### config.mk
export PLATFORM = sky130hd
export DESIGN_NAME = sqrt_csel_adder
export DESIGN_NICKNAME = d
export VERILOG_FILES = /design/src/rtl/csel_pkg.sv /design/src/rtl/csel_ripple.sv /design/src/rtl/csel_plus_one.sv /design/src/rtl/csel_pick.sv /design/src/rtl/sqrt_csel_adder.sv
export SDC_FILE = /design/constraint.sdc
export NUM_CORES = 1
export LEC_CHECK = 0
export BUFFER_PORTS_ARGS = -buffer_cell sky130_fd_sc_hd__buf_2
export CELL_PAD_IN_SITES_DETAIL_PLACEMENT = 0
export CELL_PAD_IN_SITES_GLOBAL_PLACEMENT = 1
export CORE_ASPECT_RATIO = 1.2
export CORE_MARGIN = 2
export CORE_UTILIZATION = 35
export DETAILED_ROUTE_END_ITERATION = 7
export PLACE_DENSITY = 0.86
export SLEW_MARGIN = 20
export SYNTH_ARGS = -nofsm -noshare
export SYNTH_HDL_FRONTEND = slang
export SYNTH_SLANG_ARGS = --single-unit
### constraint.sdc
create_clock -name vclk -period 10.8
set_clock_uncertainty 0.05 [all_clocks]
set_input_delay 1.08 -clock vclk [all_inputs]
set_output_delay 1.08 -clock vclk [all_outputs]
set_load 0.05 [all_outputs]
### src/rtl/csel_pkg.sv
package csel_pkg;

  // Number of groups for a supported width.
  function automatic int grp_count(input int n);
    if (n == 8)       return 3;
    else if (n == 16) return 5;
    else              return 7;
  endfunction

  // Width of group g, counted from the least significant end.
  function automatic int grp_width(input int n, input int g);
    if (n == 8) begin
      case (g)
        0, 1:    return 2;
        default: return 4;
      endcase
    end else if (n == 16) begin
      case (g)
        0, 1:    return 2;
        2:       return 3;
        3:       return 4;
        default: return 5;
      endcase
    end else begin
      case (g)
        0, 1:    return 2;
        2:       return 3;
        3:       return 4;
        4:       return 5;
        5:       return 7;
        default: return 9;
      endcase
    end
  endfunction

  // Lowest bit position of group g (grp_base(n, grp_count(n)) == n).
  function automatic int grp_base(input int n, input int g);
    int acc;
    acc = 0;
    for (int k = 0; k < g; k++) acc += grp_width(n, k);
    return acc;
  endfunction

endpackage

### src/rtl/csel_ripple.sv
module csel_ripple #(
  parameter int W = 4
) (
  input  logic [W-1:0] x_i,
  input  logic [W-1:0] y_i,
  input  logic         c_i,
  output logic [W-1:0] s_o,
  output logic         c_o
);
  logic [W:0] chain;

  assign chain[0] = c_i;

  for (genvar i = 0; i < W; i++) begin : g_fa
    logic half;
    assign half       = x_i[i] ^ y_i[i];
    assign s_o[i]     = half ^ chain[i];
    assign chain[i+1] = (x_i[i] & y_i[i]) | (chain[i] & half);
  end

  assign c_o = chain[W];
endmodule

### src/rtl/csel_plus_one.sv
module csel_plus_one #(
  parameter int W = 5
) (
  input  logic [W-1:0] v_i,
  output logic [W-1:0] v_o
);
  // run[i] is 1 when every bit below i is 1.
  logic [W-1:0] run;

  assign run[0] = 1'b1;

  for (genvar i = 1; i < W; i++) begin : g_run
    assign run[i] = run[i-1] & v_i[i-1];
  end

  assign v_o = v_i ^ run;
endmodule

### src/rtl/csel_pick.sv
module csel_pick #(
  parameter int W = 5
) (
  input  logic         sel_i,
  input  logic [W-1:0] zero_i,
  input  logic [W-1:0] one_i,
  output logic [W-1:0] out_o
);
  assign out_o = sel_i ? one_i : zero_i;
endmodule

### src/rtl/sqrt_csel_adder.sv
module sqrt_csel_adder
  import csel_pkg::*;
#(
  parameter int WIDTH = 32
) (
  input  logic [WIDTH-1:0] a_i,
  input  logic [WIDTH-1:0] b_i,
  input  logic             carry_in,
  output logic [WIDTH-1:0] sum_o,
  output logic             carry_out
);
  localparam int NGRP = grp_count(WIDTH);

  logic [NGRP:0]    grp_cin;   // carry entering each group
  logic [WIDTH-1:0] raw_sum;   // per-group ripple sums
  logic [NGRP-1:0]  raw_cout;  // per-group ripple carries

  assign grp_cin[0] = carry_in;

  for (genvar g = 0; g < NGRP; g++) begin : g_grp
    localparam int K  = grp_width(WIDTH, g);
    localparam int LO = grp_base(WIDTH, g);

    if (g == 0) begin : g_first
      csel_ripple #(.W(K)) u_rca (
        .x_i (a_i[LO +: K]),
        .y_i (b_i[LO +: K]),
        .c_i (carry_in),
        .s_o (raw_sum[LO +: K]),
        .c_o (raw_cout[g])
      );
      assign sum_o[LO +: K] = raw_sum[LO +: K];
      assign grp_cin[g+1]   = raw_cout[g];
    end else begin : g_upper
      logic [K:0] bumped;

      csel_ripple #(.W(K)) u_rca (
        .x_i (a_i[LO +: K]),
        .y_i (b_i[LO +: K]),
        .c_i (1'b0),
        .s_o (raw_sum[LO +: K]),
        .c_o (raw_cout[g])
      );

      csel_plus_one #(.W(K+1)) u_inc (
        .v_i ({raw_cout[g], raw_sum[LO +: K]}),
        .v_o (bumped)
      );

      csel_pick #(.W(K+1)) u_mux (
        .sel_i  (grp_cin[g]),
        .zero_i ({raw_cout[g], raw_sum[LO +: K]}),
        .one_i  (bumped),
        .out_o  ({grp_cin[g+1], sum_o[LO +: K]})
      );
    end
  end

  assign carry_out = grp_cin[NGRP];
endmodule

Yosys cells after proc, flatten, opt, wreduce, memory -nomap -nowiden. Index checks and enable logic that the tools add are counted. W data, S select, Z words.

Multiplexer cells: 6. Bitwise logic cells: 172.

Operator list (number): $and A1 B1 Y1 (82); $xor A1 B1 Y1 (58); $or A1 B1 Y1 (26); $mux W10 (1); $xor A10 B10 Y10 (1); $mux W8 (1); $xor A8 B8 Y8 (1); $mux W6 (1); $xor A6 B6 Y6 (1); $mux W5 (1); $xor A5 B5 Y5 (1); $mux W4 (1); $xor A4 B4 Y4 (1); $mux W3 (1); $xor A3 B3 Y3 (1).

Flip-flop bits (word level): 0. Bits of input ports: 65. Output and inout port bits: 33. Logic and storage cells: 178.

Logic depth before layout (Yosys ltp).
Depth after elaboration: 19. Mapped depth: 17. Depth with buffers taken out: 17.

By module. From an unflattened synthesis, not the netlist that was laid out.

Cell total of the unflattened synthesis: 174. Area total of the unflattened synthesis: 1796.7 sq um.

By module, submodules not included: csel_ripple at g_grp[6].g_upper.u_rca (instances 1, cells an instance 19, area an instance 217.7 sq um, seq. area each 0.0 sq um); csel_ripple at g_grp[5].g_upper.u_rca (instances 1, cells an instance 17, area an instance 177.7 sq um, seq. area each 0.0 sq um); csel_pick at g_grp[6].g_upper.u_mux (instances 1, cells an instance 11, area an instance 161.4 sq um, seq. area each 0.0 sq um); csel_ripple at g_grp[0].g_first.u_rca ... (instances 2, cells an instance 10, area an instance 70.1 sq um, seq. area each 0.0 sq um); csel_ripple at g_grp[4].g_upper.u_rca (instances 1, cells an instance 15, area an instance 137.6 sq um, seq. area each 0.0 sq um); csel_pick at g_grp[5].g_upper.u_mux (instances 1, cells an instance 9, area an instance 131.4 sq um, seq. area each 0.0 sq um); csel_ripple at g_grp[3].g_upper.u_rca (instances 1, cells an instance 14, area an instance 117.6 sq um, seq. area each 0.0 sq um); csel_plus_one at g_grp[6].g_upper.u_inc (instances 1, cells an instance 10, area an instance 112.6 sq um, seq. area each 0.0 sq um); csel_pick at g_grp[4].g_upper.u_mux (instances 1, cells an instance 7, area an instance 101.3 sq um, seq. area each 0.0 sq um); csel_ripple at g_grp[2].g_upper.u_rca (instances 1, cells an instance 13, area an instance 97.6 sq um, seq. area each 0.0 sq um); csel_plus_one at g_grp[5].g_upper.u_inc (instances 1, cells an instance 8, area an instance 87.6 sq um, seq. area each 0.0 sq um); csel_plus_one at g_grp[4].g_upper.u_inc (instances 1, cells an instance 6, area an instance 62.6 sq um, seq. area each 0.0 sq um); csel_pick at g_grp[3].g_upper.u_mux (instances 1, cells an instance 5, area an instance 56.3 sq um, seq. area each 0.0 sq um); csel_plus_one at g_grp[3].g_upper.u_inc (instances 1, cells an instance 5, area an instance 50.0 sq um, seq. area each 0.0 sq um); +5 rows.

Least setup slack after synthesis. OpenSTA, ideal clock, no wires.

Kind: input to output. Start point: input a_i[23]. End point: output carry_out. Data arrival time: 5.565 ns. Required time: 9.670 ns. Path slack: 4.105 ns. Stages: 17. Path buffers: 0. Path through: ha_1 -> inv_1 -> fa_1 -> fa_1 -> fa_1 -> fa_1 -> fa_1 -> fa_1 -> inv_1 -> fa_1 -> inv_1 -> fa_1 -> inv_1 -> ha_1 -> nand2_1 -> mux2_2 -> a2bb2oi_1.

Word-level cells in the longest chain between the ends: 19. Elaborated cells between the ends (all ways): 36. Those cells by class: mux (1); bitwise (35).

RTL lines: start, declared (RTL line sqrt_csel_adder.sv:6) `input logic [WIDTH-1:0] a_i,`; $and A1 B1 Y1 (2 in series) (RTL line csel_ripple.sv:18) `assign chain[i+1] = (x_i[i] & y_i[i]) | (chain[i] & half);`; $or A1 B1 Y1 (RTL line csel_ripple.sv:18); $and A1 B1 Y1 (RTL line csel_ripple.sv:18); $or A1 B1 Y1 (RTL line csel_ripple.sv:18); $and A1 B1 Y1 (RTL line csel_ripple.sv:18); $or A1 B1 Y1 (RTL line csel_ripple.sv:18); $and A1 B1 Y1 (RTL line csel_ripple.sv:18); $or A1 B1 Y1 (RTL line csel_ripple.sv:18); [2 not listed]; $and A1 B1 Y1 (RTL line csel_ripple.sv:18); $or A1 B1 Y1 (RTL line csel_ripple.sv:18); $and A1 B1 Y1 (RTL line csel_ripple.sv:18); $or A1 B1 Y1 (RTL line csel_ripple.sv:18); $and A1 B1 Y1 / $xor A1 B1 Y1 (equally long branches) (RTL line csel_ripple.sv:18, csel_ripple.sv:17); $or A1 B1 Y1 / $and A1 B1 Y1 (equally long branches) (RTL line csel_ripple.sv:18, csel_plus_one.sv:13); $xor A10 B10 Y10 (RTL line csel_plus_one.sv:16) `assign v_o = v_i ^ run;`; $mux W10 (*) (RTL line csel_pick.sv:9) `assign out_o = sel_i ? one_i : zero_i;`; end, declared (RTL line sqrt_csel_adder.sv:10) `output logic carry_out`.

Mark *: on every way between the ends. The rest lies on a longest branch, timed or not.

Final worst setup path. Ends and elaborated chain as after synthesis.

==> results.cfg <==
[power_and_ir_drop]
total_leakage_power_uw = 0.00142
finalPower_uw = 270
p_per_area_nw_per_um2 = 113
ir_worst_vdd_mv = 0.0751

[timing]
rsz0062_at_grt = no
setup_tns_ps = 0
drv_slew = 0
worst_pin_slew_ps = 484
fmax_mhz = 154
finalCritPeriodShare = 0.600
hold_violations = 0
finalSetupViolCount = 0
fin_crit_ps = 6480
maxSlewHeadroom = 0.676

[run_status]
outcome = complete, no violations

[cells_and_area]
seq_cells = 0
final_cells = 358
stdcell_area_um2 = 2390
layout.nets = 421
multiInputGateArea_um2 = 1540
regArea_um2 = 0
nClkBuffers = 0
drive_gt1_frac = 0.419
diodes = 0
fillers = 508
area_growth_pct = 30.3

[route]
wire_per_inst_um = 9.45
via_count = 1552
drc = 0
routed_wl_um = 3380
ant_nets = 0
first_pass_iters = 4
first_iter_violations = 10
viasPerCell = 4.34

[global_routing]
grt_util_all_layers = 0.123
antenna_found_initial = 0
grt_pass1_vias = 1650
grt_remaining_overflow = 0
grt_max_degree = 14
grt_pass1_wl_um = 6400

[critical_path]
crit_family = adder cells
crit_path_end_kind = output port
worstPathBufferInverterCount = 6
path_cells = buf_2 -> ha_1 -> inv_1 -> fa_1 -> fa_1 -> fa_1 -> fa_1 -> fa_1 -> fa_1 -> inv_1 -> fa_1 -> inv_1 -> fa_1 -> inv_1 -> ha_1 -> nand2_1 -> mux2_2 -> a2bb2oi_1 -> buf_2
cpPeakStageDelay_ps = 420
path_max_fanout = 4
slowest_stage = fa_1
cp.required_ps = 9670
worstPathArrival_ps = 5350
cp-start-kind = primary input
crit_type = in2out
critPathMostFrequentCell = fa_1

[synthesis]
syn_avg_cell_area_um2 = 9.07
syn-num-nets = 323
synth_most_common_cell = inv_1
yosysTopAreaCellShare = 0.284
syn-cell-area_um2 = 1830
yosys-top-cells-area = fa_1 (28%), ha_1 (20%), inv_1 (15%)
synthTopCellsByCount = inv_1 (75), ha_1 (30), fa_1 (26)
synth_area_leader_cell = fa_1
yosys_warnings = 0
ys_types = 30
yosysSeqAreaShare = 0
syn_inst = 202

[die]
dieWidth_um = 70.0
coreArea_um2 = 4970
rows = 28
die_h_um = 83.3
die_area_um2 = 5830
initial_core_util = 0.368
io_pins = 98

[placement]
dp_cells = 358
gp_congestion = 0.780
port_buffers = 98
dpl_cell_area_um2 = 2390
dpl.hpwl_um = 3260

[clock_tree]
cts_resized = 0
post_cts_buffers = 0
hold_buffers = 0

[min_path]
worstHoldPathType = in2out

[run]
drv_cap = 0
[final timing paths]
| kind | from | endpoint | slack (ps) | depth (start not counted) |
|---|---|---|---|---|
| setup / recovery | a_i[23] | carry_out | 4320 | 19 |
| hold / removal | b_i[7] | sum_o[7] | 2600 | 4 |
[layout by cell type (no fill, tap or decap), drive strengths merged]
master	Yosys	routed
and4b	1	1
xor2	3	3
o21ai	6	6
and3b	1	1
nor4bb	1	1
nand2	9	9
o2111a	1	1
mux2	20	20
a31oi	3	3
a21boi	1	1
nand3b	1	1
inv	75	75
a221o	1	1
nor2	4	4
xnor2	6	6
a2bb2oi	1	1
o2111ai	1	1
nand4b	1	1
buf	1	98
nand3	3	3
a2111oi	1	1
or3	1	1
fa	26	26
and2	1	1
o211ai	2	2
ha	30	30
[cells by family after synthesis]
group                    Yosys count  synth area share
AND/OR/NAND/NOR                   23            0.0731
adder cells (fa/ha/maj)           56             0.489
XOR/XNOR                           9            0.0533
buffers and inverters             77             0.160
AO/OA/AOI/OAI                     17            0.0854
multiplexers                      20             0.139
[worst min-delay path, stage by stage]
cell     delay, ps
buf_2           80
ha_1           140
xnor2_1         70
buf_2          200
[where the power goes]
| part | switching [uW] | internal (uW) |
|---|---|---|
| Sequential | 0 | 0 |
| Clock | 0 | 0 |
| Combinational | 184 | 85.7 |
[metrics by stage]
| step | hold slack [ps] | setup WS, ps | utilization |
|---|---|---|---|
| 2_1_floorplan | 2490 | 4110 | - |
| 3_3_place_gp | 2600 | 4310 | 0.480 |
| 3_5_place_dp | 2600 | 4270 | 0.480 |
| 4_1_cts | 2600 | 4270 | 0.480 |
| 5_1_grt | 2630 | 4040 | 0.480 |
| 6_report | 2600 | 4320 | 0.480 |
[final cells by class]
type / instances / share of cell area
Multi-Input combinational cell: 125 / 0.645
Timing Repair Buffer: 98 / 0.206
Inverter: 75 / 0.118
Tap cell: 60 / 0.0315
[layer usage]
metal  GRT usage  share of wire  routed length [um]  vias to the layer above
li1            -              -                   -                      815
met1       0.154           0.40                1340                      683
met2       0.242           0.54                1830                       54
met3     0.00728          0.065                 220                        0
met4     0.00175              0                   0                        0
met5           0              0                   0                        -
No activity file was read; power rests on OpenSTA's default activity.
